$ cat src/rtl/clock_repl_pkg.sv
package clock_repl_pkg;
  typedef enum logic {
    CRP_IDLE  = 1'b0,
    CRP_SWEEP = 1'b1
  } crp_state_e;
endpackage

$ cat src/rtl/crp_lookup.sv
module crp_lookup #(
  parameter int unsigned NUM_FRAMES = 4,
  parameter int unsigned PAGE_W     = 8,
  parameter int unsigned IDX_W      = 2
) (
  input  logic [PAGE_W-1:0]     page_i,
  input  logic [PAGE_W-1:0]     pages_i [NUM_FRAMES],
  input  logic [NUM_FRAMES-1:0] valid_i,
  output logic [NUM_FRAMES-1:0] match_o,
  output logic                  hit_o,
  output logic [IDX_W-1:0]      idx_o
);
  for (genvar g = 0; g < NUM_FRAMES; g++) begin : g_cmp
    assign match_o[g] = valid_i[g] && (pages_i[g] == page_i);
  end

  assign hit_o = |match_o;

  always_comb begin
    idx_o = '0;
    for (int i = 0; i < NUM_FRAMES; i++)
      if (match_o[i]) idx_o = IDX_W'(i);
  end
endmodule

$ cat src/rtl/crp_free_finder.sv
module crp_free_finder #(
  parameter int unsigned NUM_FRAMES = 4,
  parameter int unsigned IDX_W      = 2
) (
  input  logic [NUM_FRAMES-1:0] valid_i,
  output logic                  free_o,
  output logic [IDX_W-1:0]      idx_o
);
  assign free_o = ~&valid_i;

  // scan downward so the lowest empty frame wins
  always_comb begin
    idx_o = '0;
    for (int i = NUM_FRAMES - 1; i >= 0; i--)
      if (!valid_i[i]) idx_o = IDX_W'(i);
  end
endmodule

$ cat src/rtl/clock_repl_engine.sv
module clock_repl_engine
  import clock_repl_pkg::*;
#(
  parameter int unsigned NUM_FRAMES = 4,
  parameter int unsigned PAGE_W     = 8,
  localparam int unsigned IDX_W     = (NUM_FRAMES > 1) ? $clog2(NUM_FRAMES) : 1
) (
  input  logic              clk_i,
  input  logic              rst_ni,
  input  logic              req_valid_i,
  input  logic [PAGE_W-1:0] req_page_i,
  output logic              busy_o,
  output logic              resp_valid_o,
  output logic              hit_o,
  output logic [IDX_W-1:0]  frame_o,
  output logic              evict_valid_o,
  output logic [PAGE_W-1:0] evict_page_o
);
  localparam logic [IDX_W-1:0] LAST_IDX = IDX_W'(NUM_FRAMES - 1);

  logic [PAGE_W-1:0]     page_q [NUM_FRAMES];
  logic [NUM_FRAMES-1:0] valid_q, use_q;
  logic [IDX_W-1:0]      hand_q, ptr_q;
  logic [PAGE_W-1:0]     pend_q;
  crp_state_e            state_q;

  logic [NUM_FRAMES-1:0] match_vec;
  logic                  hit_any, free_any;
  logic [IDX_W-1:0]      hit_idx, free_idx;
  logic                  accept;

  function automatic logic [IDX_W-1:0] step_idx(input logic [IDX_W-1:0] i);
    return (i == LAST_IDX) ? '0 : i + 1'b1;
  endfunction

  crp_lookup #(.NUM_FRAMES(NUM_FRAMES), .PAGE_W(PAGE_W), .IDX_W(IDX_W)) u_lookup (
    .page_i  (req_page_i),
    .pages_i (page_q),
    .valid_i (valid_q),
    .match_o (match_vec),
    .hit_o   (hit_any),
    .idx_o   (hit_idx)
  );

  crp_free_finder #(.NUM_FRAMES(NUM_FRAMES), .IDX_W(IDX_W)) u_free (
    .valid_i (valid_q),
    .free_o  (free_any),
    .idx_o   (free_idx)
  );

  assign accept = req_valid_i && (state_q == CRP_IDLE);
  assign busy_o = (state_q == CRP_SWEEP);

  always_ff @(posedge clk_i or negedge rst_ni) begin
    if (!rst_ni) begin
      for (int i = 0; i < NUM_FRAMES; i++) page_q[i] <= '0;
      valid_q       <= '0;
      use_q         <= '0;
      hand_q        <= LAST_IDX;
      ptr_q         <= '0;
      pend_q        <= '0;
      state_q       <= CRP_IDLE;
      resp_valid_o  <= 1'b0;
      hit_o         <= 1'b0;
      frame_o       <= '0;
      evict_valid_o <= 1'b0;
      evict_page_o  <= '0;
    end else begin
      resp_valid_o <= 1'b0;
      case (state_q)
        CRP_IDLE: begin
          if (accept) begin
            if (hit_any) begin
              use_q[hit_idx] <= 1'b1;
              resp_valid_o   <= 1'b1;
              hit_o          <= 1'b1;
              frame_o        <= hit_idx;
              evict_valid_o  <= 1'b0;
            end else if (free_any) begin
              page_q[free_idx]  <= req_page_i;
              valid_q[free_idx] <= 1'b1;
              use_q[free_idx]   <= 1'b1;
              hand_q            <= free_idx;
              resp_valid_o      <= 1'b1;
              hit_o             <= 1'b0;
              frame_o           <= free_idx;
              evict_valid_o     <= 1'b0;
            end else begin
              pend_q  <= req_page_i;
              ptr_q   <= step_idx(hand_q);
              state_q <= CRP_SWEEP;
            end
          end
        end
        CRP_SWEEP: begin
          if (use_q[ptr_q]) begin
            use_q[ptr_q] <= 1'b0;  // second chance
            ptr_q        <= step_idx(ptr_q);
          end else begin
            page_q[ptr_q] <= pend_q;
            use_q[ptr_q]  <= 1'b1;
            hand_q        <= ptr_q;
            resp_valid_o  <= 1'b1;
            hit_o         <= 1'b0;
            frame_o       <= ptr_q;
            evict_valid_o <= 1'b1;
            evict_page_o  <= page_q[ptr_q];
            state_q       <= CRP_IDLE;
          end
        end
        default: state_q <= CRP_IDLE;
      endcase
    end
  end

  // a page is never resident in two frames
  a_r5_unique_page: assert property (@(posedge clk_i) disable iff (!rst_ni)
    $onehot0(match_vec));

  // strobe never overlaps busy
  a_r9_resp_not_busy: assert property (@(posedge clk_i) disable iff (!rst_ni)
    resp_valid_o |-> !busy_o);

  // hits report no eviction
  a_r2_hit_no_evict: assert property (@(posedge clk_i) disable iff (!rst_ni)
    (resp_valid_o && hit_o) |-> !evict_valid_o);

  // hand holds on a hit
  a_r2_hand_holds: assert property (@(posedge clk_i) disable iff (!rst_ni)
    (accept && hit_any) |=> $stable(hand_q));

  // answered frame has its use bit set; loads move the hand there
  a_r4_use_set: assert property (@(posedge clk_i) disable iff (!rst_ni)
    resp_valid_o |-> use_q[frame_o]);
  a_r4_hand_on_load: assert property (@(posedge clk_i) disable iff (!rst_ni)
    (resp_valid_o && !hit_o) |-> (hand_q == frame_o));

  // each sweep step clears the bit it passed
  a_r6_sweep_clears: assert property (@(posedge clk_i) disable iff (!rst_ni)
    (busy_o && use_q[ptr_q]) |=> !use_q[$past(ptr_q)]);

  // nothing is accepted while busy
  a_r7_busy_holds_pend: assert property (@(posedge clk_i) disable iff (!rst_ni)
    (busy_o && $past(busy_o)) |-> $stable(pend_q));
endmodule

$ cat config.mk
export PLATFORM = sky130hd
export DESIGN_NAME = clock_repl_engine
export DESIGN_NICKNAME = d
export VERILOG_FILES = /design/src/rtl/clock_repl_pkg.sv /design/src/rtl/crp_lookup.sv /design/src/rtl/crp_free_finder.sv /design/src/rtl/clock_repl_engine.sv
export SDC_FILE = /design/constraint.sdc
export NUM_CORES = 1
export LEC_CHECK = 0
export ABC_AREA = 0
export BUFFER_PORTS_ARGS = -buffer_cell sky130_fd_sc_hd__buf_2
export CORE_ASPECT_RATIO = 2
export CORE_MARGIN = 2
export CORE_UTILIZATION = 35
export CTS_BUF_LIST = sky130_fd_sc_hd__clkbuf_4 sky130_fd_sc_hd__clkbuf_8
export DETAILED_ROUTE_END_ITERATION = 6
export SLEW_MARGIN = 15
export SYNTH_ARGS = -nofsm -noshare
export SYNTH_HDL_FRONTEND = slang
export SYNTH_SLANG_ARGS = --single-unit
$ cat constraint.sdc
create_clock -name clk_i -period 2.2 [get_ports clk_i]
set_input_delay 0.66 -clock clk_i [delete_from_list [all_inputs] [get_ports clk_i]]
set_output_delay 0.66 -clock clk_i [all_outputs]
set_load 0.01 [all_outputs]
### Word level (Yosys, flattened, before mapping)

Index checks and enable logic that the tools add are counted.

* register bits after elaboration: 66
* bits of input ports: 11
* output and inout bits: 14
* word-level logic and storage cells: 139

* add/subtract/negate cells: 2
* $lt $le $gt $ge: 10
* eq/ne operators: 13
* mux-type cells: 68
* bitwise logic cells: 12
* reduce and logical (&&, ||, !) cells: 19

Operator list (number)
* 32-bit 2-to-1 mux: 4
* 32-bit bitwise mux: 2
* 32-bit one-hot mux with 2 select lines: 1
* 2-bit 2-to-1 mux: 18
* 8-bit demux with 2-bit select: 2
* 8-bit equality test: 4
* 8-bit 2-to-1 mux: 4
* 1-bit 2-to-1 mux: 20
* 8-bit binary-select mux with 2-bit select: 1
* 4-bit 2-to-1 mux: 4
* 4-bit OR: 4
* 4-bit AND reduction: 4
* 2-bit one-hot mux with 2 select lines: 3
* 1-bit logical AND: 10
* 2-bit by 3-bit < comparator with 1-bit output (second input constant): 3
* 2-bit != test (second input constant): 4
* 1-bit one-hot mux with 2 select lines: 4
* 4-bit one-hot mux with 2 select lines: 1
* 7-bit AND reduction: 1
* 1-bit demux with 2-bit select: 3
* 2-bit by 1-bit >= comparator with 1-bit output (second input constant): 3
* 3-bit >= comparator (second input constant): 2
* 3-bit by 1-bit < comparator with 1-bit output (second input constant): 2
* 2-bit inverter with 3-bit output: 2
* 11 further kinds: 18

### Longest topological paths before layout

* depth in word-level cells: 14
* depth in mapped cells: 9

### Hierarchy

From an unflattened synthesis, not the netlist that was laid out.

* cells, all modules: 333
* area total of the unflattened synthesis: 3776.1 µm²

By module, submodules not included
* clock_repl_engine: instances 1, cells an instance 274, area an instance 3328.2 µm²
* crp_lookup: instances 1, cells an instance 54, area an instance 419.2 µm²
* crp_free_finder: instances 1, cells an instance 5, area an instance 28.8 µm²

### Worst setup path after synthesis

Ideal clock, no wire load.

* path type: input to register
* start point: input req_page_i[7]
* end point: register hand_q[0]
* setup time: 0.082 ns
* arrival: 2.255 ns
* required time: 2.118 ns
* slack: -0.137 ns
* stages on the path: 9
* path through: buf_4 xnor2_1 nand3_1 nor3_1 nor4_4 and2_1 buf_6 a21oi_4 mux2_4

* longest elaborated chain between the ends: 5
* elaborated cells on any way between the ends: 11
* classes of those cells: 5 x eq/ne; 6 x reduce/logical

Ends and longest elaborated chain
* start, declared: line clock_repl_engine.sv:11 `input logic [PAGE_W-1:0] req_page_i,`
* 8-bit equality test: line crp_lookup.sv:14 `assign match_o[g] = valid_i[g] && (pages_i[g] == page_i);`
* 1-bit logical AND: line crp_lookup.sv:14
* 4-bit OR reduction (*): line crp_lookup.sv:17 `assign hit_o = |match_o;`
* 2-bit != test (no line) (*)
* 4-bit AND reduction (no line) (*)
* end signal, assigned: line clock_repl_engine.sv:83 `hand_q <= free_idx;`
* end signal, assigned: line clock_repl_engine.sv:102 `hand_q <= ptr_q;`
* end, declared: line clock_repl_engine.sv:23 `logic [IDX_W-1:0] hand_q, ptr_q;`

Mark *: on every way between the ends. The rest lies on a longest branch, timed or not.
A chain may end at the register's enable or synchronous reset.

### Worst setup path in the final report

* start point: input req_page_i[1]
* end point: register frame_o[0]

* longest elaborated chain between the ends: 8
* elaborated cells on any way between the ends: 17
* classes of those cells: 5 x eq/ne; 6 x mux; 6 x reduce/logical

Ends and longest elaborated chain
* 8-bit equality test: line crp_lookup.sv:14
* 1-bit logical AND: line crp_lookup.sv:14
* 1-bit 2-to-1 mux: line crp_lookup.sv:22 `if (match_o[i]) idx_o = IDX_W'(i);`
* 2-bit 2-to-1 mux (2 in series): line crp_lookup.sv:22
* 2-bit 2-to-1 mux: line clock_repl_engine.sv:73 `if (hit_any) begin`
* 2-bit 2-to-1 mux: line clock_repl_engine.sv:72 `if (accept) begin`
* 2-bit one-hot mux with 2 select lines: line clock_repl_engine.sv:70 `case (state_q)`
* end signal, assigned: line clock_repl_engine.sv:77 `frame_o <= hit_idx;`
* end signal, assigned: line clock_repl_engine.sv:86 `frame_o <= free_idx;`
* end signal, assigned: line clock_repl_engine.sv:105 `frame_o <= ptr_q;`
* end, declared: line clock_repl_engine.sv:15 `output logic [IDX_W-1:0] frame_o,`

Parallel ways exist; a longest one is shown, timed or not. The select of a mux whose other input is x is not followed.

==> flow_summary.json <==
{
  "initial_utilization": 0.3560,
  "insertedDiodeCount": 0,
  "via_count_normalized_by_instance_count": 5.467,
  "min_path_type": "in -> async",
  "cts-root-to-sink-buffers": 2,
  "status": "complete, no violations",
  "synth_nets": 380,
  "grt_first_pass_wirelength_um": 18030,
  "synth_edf_count": 0,
  "cts-hold-fix-buffers": 0,
  "core.rowCount": 54,
  "post_synth_instance_area_um2": 3849,
  "report.final.setup_viol": 0,
  "synth-seq-area-share": 0.4298,
  "placedInstanceArea_um2": 4425,
  "cts_tree": "yes",
  "end_kind": "flop",
  "net_count_of_the_finished_layout": 425,
  "layout.cells.most_common_list": "64 x dfrtp_1, 45 x nand2_1, 35 x buf_4, 32 x a22oi_1",
  "layout_commonest_cell": "dfrtp_1",
  "groute.usage.overall": 0.2062,
  "drv_slew": 0,
  "post-route-drc-count": 0,
  "crit_path_start_kind": "primary input",
  "cts_buffers": 9,
  "end_of_flow_core_utilization": 0.4306,
  "post_layout_worst_setup_margin_ns": 0.03502,
  "rsz_0062_raised_after_global_routing": "true",
  "yosys_warnings": 0,
  "drt_pass1_iterations": 4,
  "timing.max_cap.violations": 0,
  "finalHoldViolations": 0,
  "final_layout_size_suffix_gt1_frac": 0.3002,
  "design.die.area_um2": 11900,
  "synthCells": 364,
  "tritoncts_num_sinks": 66,
  "leakagePower_nw": 2.008,
  "drtIter0Drc": 220,
  "timing.setup.critical_path_class": "in -> reg",
  "avgSynthCellArea_um2": 10.57,
  "clock_tree.htree_level_count": 3,
  "totalWireLength_um": 11530,
  "hpwl_um": 8808,
  "slew_headroom": 0.3249,
  "pin_count": 25,
  "cp.required_ns": 2.43,
  "chipHeight_um": 152.3,
  "final_cell_area_um2": 4654,
  "drtAntennaViolNets": 0,
  "via_count": 3023,
  "wl_per_cell_um": 20.84,
  "root_buffer": "clkbuf_8",
  "flip_flop_cell_with_the_highest_count_after_synthesis": "dfrtp_1",
  "cp_data_arrival_time_ns": 2.40,
  "finalCritPeriodShare": 0.9841,
  "place.port_buffers": 24,
  "finalHoldWorstSlack_ns": 0.2964,
  "clk-insertion-delay-late_ns": 0.35,
  "layout_skew_ns": 0.009596,
  "die_w_um": 78.15,
  "yosys.cell_types.count": 53,
  "clk_pin_slew_worst_paths_ns": 0.07,
  "first_global_vias": 3202,
  "worstPathMaxFanout": 6,
  "initial_antenna_violation_count": 0,
  "ys_seq_elements": 66,
  "finalWeightedCongestion": 0.8507,
  "detailedPlace.worstSlack_ns": -0.4513,
  "maximum_number_of_pins_on_one_net_before_global_route_repair": 67,
  "vdd_drop_max_mv": 0.5603,
  "p_per_cell_area_nw_per_um2": 1488,
  "areaGrowthSynthToFinish_pct": 20.94,
  "globalRoute.totalOverflow": 0,
  "maxClockFrequency_ghz": 0.4619,
  "ys_async_sr_fraction": 1.000,
  "design.core.area_um2": 10810,
  "tightestPinTransition_ns": 1.009,
  "final_period_minus_worst_setup_slack_ns": 2.165
}
[cell usage after synthesis (3+ instances only)]
library cell | instances | area, um2
nand2_1 | 45 | 168.9
xnor2_1 | 32 | 280.3
o21ai_0 | 6 | 30.03
nand3_1 | 5 | 25.02
nor3_2 | 3 | 30.03
dfrtp_1 | 64 | 1602
clkbuf_1 | 11 | 41.29
buf_4 | 10 | 75.07
mux2_1 | 10 | 112.6
nor3_1 | 6 | 30.03
nand2b_1 | 3 | 18.77
buf_1 | 4 | 15.01
inv_1 | 5 | 18.77
a21o_1 | 3 | 22.52
ha_1 | 5 | 62.56
nor2_1 | 11 | 41.29
o21ai_1 | 18 | 90.09
nand4_1 | 4 | 25.02
mux4_2 | 9 | 202.7
a22oi_1 | 32 | 240.2
buf_2 | 3 | 15.01
and2_1 | 4 | 25.02
o2bb2ai_1 | 24 | 210.2
nor2b_1 | 10 | 62.56
[path summary, 6_finish.rpt]
check	endpoint	from	slack [ns]	cells after the start
max in group asynchronous	hand_q[1]	rst_ni	1.54	2
worst min-delay path	pend_q[1]	rst_ni	0.30	2
worst max register to register	frame_o[0]	page_q[25]	0.10	8
worst max-delay path	frame_o[0]	req_page_i[1]	0.04	9
worst min register to register	evict_page_o[1]	evict_page_o[1]	0.47	2
min in group clk_i	evict_page_o[1]	evict_page_o[1]	0.47	2
[cell families (layout without fill, tap and decap cells)]
family	count (synthesis)	count (layout)	synth area share
adders and majority gates	5	5	0.01625
AOI/OAI and AO/OA	102	102	0.2022
DFF	66	66	0.4298
muxes	24	24	0.09785
buffers and inverters	34	83	0.04584
xor gates and xnor gates	32	32	0.07282
and+or+nand+nor	101	101	0.1352
[cell type report]
type / count / area [um2]
fillers: 1072 / 6156
clock buffers: 13 / 160.2
well taps: 140 / 175.2
inverters: 5 / 18.77
multi-input cells: 264 / 2146
flip-flops and latches: 66 / 1654
clock inverters: 2 / 37.54
repair buffers: 63 / 462.9
[stage by stage]
step                      power, mW  std cells  setup TNS (ns)
final                         6.926        553               0
after detailed placement      5.851        538          -18.82
after global placement        5.789        538          -16.54
after global routing          7.337        553       -0.005933
after CTS                     6.924        553               0
after floorplan               4.578        364         -0.5363
[worst max-delay path, stage by stage]
cell,delay (ns)
buf_2,0.16
xnor2_2,0.26
nand4_1,0.22
nor3_4,0.23
nor4_4,0.07
buf_4,0.15
a21o_1,0.18
and2_4,0.17
mux2_4,0.29
[sequential cells by signal, summed over array words and instances (netlist names), named ones only]
name and count:
busy_o 1, page_q 32, evict_page_o 8, evict_valid_o 1
valid_q 4, ptr_q 2, hand_q 2, resp_valid_o 1
hit_o 1, frame_o 2, pend_q 8
[power breakdown]
part	switching [mW]	total [mW]	leakage, nW	internal [mW]
logic	1.89	3.57	1.10	1.69
clock network	0.461	1.05	0.100	0.587
registers	0.560	2.30	0.808	1.74
total	2.91	6.93	2.01	4.02
[routing by layer]
metal  up-vias  track usage  wire (um)
li1       1411            -          -
met1      1500       0.2072       4028
met2        83       0.3834       6629
met3        29      0.02962        316
met4         0       0.1320        550
met5         -            0          0
[what timing repair did]
action,4_1_cts,5_1_grt
gates cloned,0,0
pin swaps,0,2
gates resized for setup,2,4
setup buffers,0,0
setup endpoints to repair,27,12
No activity file was read; power rests on OpenSTA's default activity.
